===== config.mk =====
export PLATFORM = sky130hd
export DESIGN_NAME = edge_irq_latch
export DESIGN_NICKNAME = d
export VERILOG_FILES = /design/src/rtl/edge_irq_pkg.sv /design/src/rtl/eil_sync.sv /design/src/rtl/eil_qualify.sv /design/src/rtl/eil_latch.sv /design/src/rtl/edge_irq_latch.sv
export SDC_FILE = /design/constraint.sdc
export NUM_CORES = 1
export LEC_CHECK = 0
export CAP_MARGIN = 30
export CORE_ASPECT_RATIO = 1.5
export CORE_MARGIN = 8
export CORE_UTILIZATION = 38
export DETAILED_ROUTE_END_ITERATION = 10
export HOLD_SLACK_MARGIN = 0.15
export PLACE_DENSITY_LB_ADDON = 0.3
export SYNTH_ARGS = -nofsm -noshare
export SYNTH_HDL_FRONTEND = slang
export SYNTH_SLANG_ARGS = --single-unit

===== constraint.sdc =====
create_clock -name clk -period 1.3 [get_ports clk]
set_input_delay 0.195 -clock clk [delete_from_list [all_inputs] [get_ports clk]]
set_output_delay 0.195 -clock clk [all_outputs]
set_load 0.005 [all_outputs]

===== src/rtl/edge_irq_pkg.sv =====
package edge_irq_pkg;
  localparam logic POL_FALL = 1'b0;
  localparam logic POL_RISE = 1'b1;

  // True when a level step from prev to cur matches the requested direction.
  function automatic logic edge_match(input logic prev, input logic cur, input logic pol);
    logic rise;
    logic fall;
    rise = cur & ~prev;
    fall = prev & ~cur;
    return (pol == POL_RISE) ? rise : fall;
  endfunction
endpackage


===== src/rtl/eil_sync.sv =====
module eil_sync #(
  parameter int WIDTH  = 4,
  parameter int STAGES = 2
) (
  input  logic             clk,
  input  logic             rst,
  input  logic [WIDTH-1:0] d,
  output logic [WIDTH-1:0] q
);
  logic [WIDTH-1:0] chain [STAGES];

  genvar s;
  generate
    for (s = 0; s < STAGES; s++) begin : g_stage
      if (s == 0) begin : g_first
        always_ff @(posedge clk) begin
          if (rst) chain[0] <= '0;
          else     chain[0] <= d;
        end
      end else begin : g_next
        always_ff @(posedge clk) begin
          if (rst) chain[s] <= '0;
          else     chain[s] <= chain[s-1];
        end
      end
    end
  endgenerate

  assign q = chain[STAGES-1];
endmodule


===== src/rtl/eil_qualify.sv =====
module eil_qualify
  import edge_irq_pkg::*;
#(
  parameter int WIDTH  = 4,
  parameter int STAGES = 2
) (
  input  logic             clk,
  input  logic             rst,
  input  logic [WIDTH-1:0] sync_in,
  input  logic             invert,
  input  logic [WIDTH-1:0] en,
  input  logic [WIDTH-1:0] pol,
  output logic [WIDTH-1:0] level,
  output logic [WIDTH-1:0] hit
);
  localparam int WARM = STAGES + 1;
  localparam int CW   = $clog2(WARM + 1);
  localparam logic [CW-1:0] WARM_MAX = CW'(WARM);

  logic [WIDTH-1:0] cond;
  logic [WIDTH-1:0] prev;
  logic [CW-1:0]    warm_cnt;
  logic             armed;

  assign cond  = sync_in ^ {WIDTH{invert}};
  assign armed = (warm_cnt == WARM_MAX);
  assign level = prev;

  always_ff @(posedge clk) begin
    if (rst) begin
      prev     <= '0;
      warm_cnt <= '0;
    end else begin
      prev <= cond;
      if (!armed) warm_cnt <= warm_cnt + 1'b1;
    end
  end

  genvar i;
  generate
    for (i = 0; i < WIDTH; i++) begin : g_line
      assign hit[i] = armed & en[i] & edge_match(prev[i], cond[i], pol[i]);
    end
  endgenerate
endmodule


===== src/rtl/eil_latch.sv =====
module eil_latch #(
  parameter int WIDTH = 4
) (
  input  logic             clk,
  input  logic             rst,
  input  logic [WIDTH-1:0] hit,
  input  logic             irq_en,
  input  logic             rd,
  input  logic             clr,
  output logic [WIDTH-1:0] flags,
  output logic             irq
);
  always_ff @(posedge clk) begin
    if (rst) begin
      flags <= '0;
      irq   <= 1'b0;
    end else if (clr) begin
      flags <= '0;
      irq   <= 1'b0;
    end else begin
      flags <= (rd ? '0 : flags) | hit;
      if (irq_en && (|hit)) irq <= 1'b1;
    end
  end
endmodule


===== src/rtl/edge_irq_latch.sv =====
module edge_irq_latch #(
  parameter int NLINES      = 4,
  parameter int SYNC_STAGES = 2
) (
  input  logic              clk,
  input  logic              rst,
  input  logic [NLINES-1:0] line_raw,
  input  logic              invert_in,
  input  logic [NLINES-1:0] edge_en,
  input  logic [NLINES-1:0] edge_pol,
  input  logic              irq_en,
  input  logic              stat_rd,
  input  logic              irq_clr,
  output logic [NLINES-1:0] line_state,
  output logic [NLINES-1:0] edge_flags,
  output logic              irq
);
  logic [NLINES-1:0] synced;
  logic [NLINES-1:0] hit;

  eil_sync #(.WIDTH(NLINES), .STAGES(SYNC_STAGES)) u_sync (
    .clk(clk), .rst(rst), .d(line_raw), .q(synced)
  );

  eil_qualify #(.WIDTH(NLINES), .STAGES(SYNC_STAGES)) u_qual (
    .clk(clk), .rst(rst), .sync_in(synced), .invert(invert_in),
    .en(edge_en), .pol(edge_pol), .level(line_state), .hit(hit)
  );

  eil_latch #(.WIDTH(NLINES)) u_latch (
    .clk(clk), .rst(rst), .hit(hit), .irq_en(irq_en),
    .rd(stat_rd), .clr(irq_clr), .flags(edge_flags), .irq(irq)
  );
endmodule


==> results.yml <==
outcome:
  status: "complete, no violations"
sta:
  slew_violations: 0
  hold_ws_ns: 0.377
  worstMarginPinSlew_ns: 0.246
  finalCritPeriodShare: 0.970
  worst_slack_ns: 0.0384
  slew_headroom: 0.833
  timing.fmax_ghz: 0.793
  hold_viol_final: 0
  finClkSkew_ns: 0.00684
  fin_crit_ns: 1.26
  finalSetupViolations: 0
  rsz0062_at_grt: "true"
drt:
  drtIter0Drc: 6
  drt-total-wl_um: 1600
  dr.pass1.iters: 4
  vias: 607
  avgViaCountPerCell: 4.82
  ant_nets: 0
  wire_per_inst_um: 12.7
  drcViolationCount: 0
clock_network:
  cts_setup_buffers: 0
  numCtsBuffers: 3
  h-tree-depth: 1
  cts.path.max_buffers: 2
  clk_latency_ns: 0.29
  holdBufCountCts: 0
  tritoncts: "done"
  cts_sinks: 19
  clk_pin_slew_ns: 0.10
  clock-root-buffer: "clkbuf_4"
layout:
  drive_gt1_frac: 0.286
  fin_util: 0.642
  instances_no_fill: 126
  finish.net_count: 125
  diodes: 0
  area_growth_pct: 58.9
  nFillCells: 156
synth:
  async_flop_share: 0
  synth_top_area_cell: "dfxtp_1"
  ys_top_cells_by_count: "dfxtp_1, nor2_1, nand4b_1, nor2b_1, mux2i_1"
  yosys_warnings: 0
  synth_area_leaders: "dfxtp_1, nand4b_1, mux2i_1"
  synth-main-ff-cell: "dfxtp_1"
  ys_seq_area_frac: 0.514
  syn-num-nets: 89
  ys_ff_latch: 19
  syn_area_um2: 739
  syn_inst: 70
  synth.distinct_cells: 18
  yosysMostFrequentCell: "dfxtp_1"
  synth_edf_count: 0
  synth_top_area_frac: 0.514
  avgSynthCellArea_um2: 10.6
placement:
  place_worst_setup_slack_ns: -0.323
  port_buffers: 26
  place_congestion: 0.751
  dp_cells: 122
  hpwl_um: 1260
setup_path:
  cp_slowest_cell: "dfxtp_2"
  critical_path_class: "reg2reg"
  arrival_ns: 1.50
  required_ns: 1.54
  cp_max_fo: 9
  reg2reg_slack_ns: 0.04
  r2r_end: "u_latch.flags[1]"
  startpoint_type: "flip-flop"
  crit_family: "flip-flops"
  ff2ff_path_depth: 6
  crit_buf_inv: 1
  path_cells: "ha_4 -> nand4b_1 -> mux2i_2 -> buf_4 -> a21oi_2 -> nor2_1"
  slowest_delay_ns: 0.36
  endpoint_kind: "flip-flop"
  r2r-start: "u_qual.warm_cnt[1]"
global_route:
  antenna_found_initial: 0
  grt_overflow: 0
  grt_max_degree: 14
  grt_pass1_wl_um: 2550
  grt.total_usage: 0.0923
  first_global_vias: 622
floorplanning:
  die_h_um: 70.0
  num_rows: 19
  io_pins: 27
  core_area_um2: 1830
  die_x_um: 52.0
  die_area_um2: 3640
  initial_core_util: 0.404
hold_path:
  hold_end: "u_qual.level[3]"
  hp-class: "in2reg"
  hold_start: "invert_in"
  whs_path_depth: 4
pwr:
  vdd_drop_max_v: 0.000771
  p_per_area_nw_per_um2: 994
  p_leak_nw: 0.482
flow_run:
  drv_cap: 0
worst min-delay path: cells and delay by family:
kind                      cells  cell delay, ns
buffers and inverters         2            0.28
and+or+nand+nor               1            0.08
xor gates and xnor gates      1            0.09
timing repair:
action	CTS	global route
setup endpoints to repair	13	4
endpoints found under the hold margin	0	0
gates resized for setup	19	11
pin swaps	1	6
stage by stage:
stage | power [mW] | TNS [ns] | area [um^2]
final | 1.17 | 0 | 1170
after global routing | 1.23 | -0.0673 | 1170
after CTS | 1.16 | 0 | 1120
after detailed placement | 0.860 | -1.44 | 1070
after global placement | 0.850 | -1.10 | 1070
after floorplan | 0.744 | 0 | 739
routing by layer:
layer | wire (um) | vias up | GRT usage
met1 | 622 | 277 | 0.0900
met3 | 92 | 5 | 0.0318
met5 | 0 | - | 0
li1 | - | 307 | -
met4 | 48 | 0 | 0.0712
met2 | 832 | 18 | 0.150
worst max path at each step:
stage	endpoint	depth (start not counted)	slack, ns	start
3_5_place_dp	u_latch.irq	6	-0.32	invert_in
2_1_floorplan	u_latch.irq	6	0.02	u_qual.warm_cnt[0]
4_1_cts	u_latch.irq	6	0.006	invert_in
6_report	u_latch.flags[1]	6	0.04	u_qual.warm_cnt[1]
5_1_grt	u_latch.flags[1]	6	-0.05	u_qual.warm_cnt[1]
3_3_place_gp	u_latch.flags[1]	7	-0.27	invert_in
cells by family after synthesis:
kind of cell / count (synthesis) / synth area share
DFF: 19 / 0.514
and+or+nand+nor: 31 / 0.245
AOI/OAI and AO/OA: 5 / 0.0338
muxes: 5 / 0.0677
buffers and inverters: 4 / 0.0321
adders and majority gates: 1 / 0.0169
xor gates and xnor gates: 5 / 0.0897
flip-flops by register name (all words and copies together) (netlist names):
| name | count |
|---|---|
| u_latch.flags | 4 |
| u_qual.level | 4 |
| u_sync.chain | 8 |
| u_latch.irq | 1 |
| u_qual.warm_cnt | 2 |
power breakdown:
group,internal [mW],leakage [nW],switching [mW]
clock,0.119,0.0150,0.165
sequential,0.623,0.159,0.0263
combinational,0.150,0.309,0.0843
total,0.892,0.482,0.276
cell usage in the layout, fill, tap and decap left out, types with 2 or more instances in the layout:
cell	netlist	layout
clkdlybuf4s50_1	0	16
dfxtp_1	19	12
nor2_1	11	11
dlygate4sd2_1	0	9
nor2b_1	8	8
nand4b_1	8	8
buf_4	0	7
dfxtp_2	0	7
mux2i_2	0	4
xnor2_4	0	3
a21oi_1	4	3
clkbuf_4	0	3
nand2_1	2	2
area by class of cell:
type                            instances  area, um^2  share of cell area
Clock buffer                            4        26.3              0.0224
Multi-Input combinational cell         47         414               0.353
Tap cell                               21        26.3              0.0224
Timing Repair Buffer                   34         315               0.268
Sequential cell                        19         389               0.331
Inverter                                1        3.75             0.00319
No activity file was read; power rests on OpenSTA's default activity.
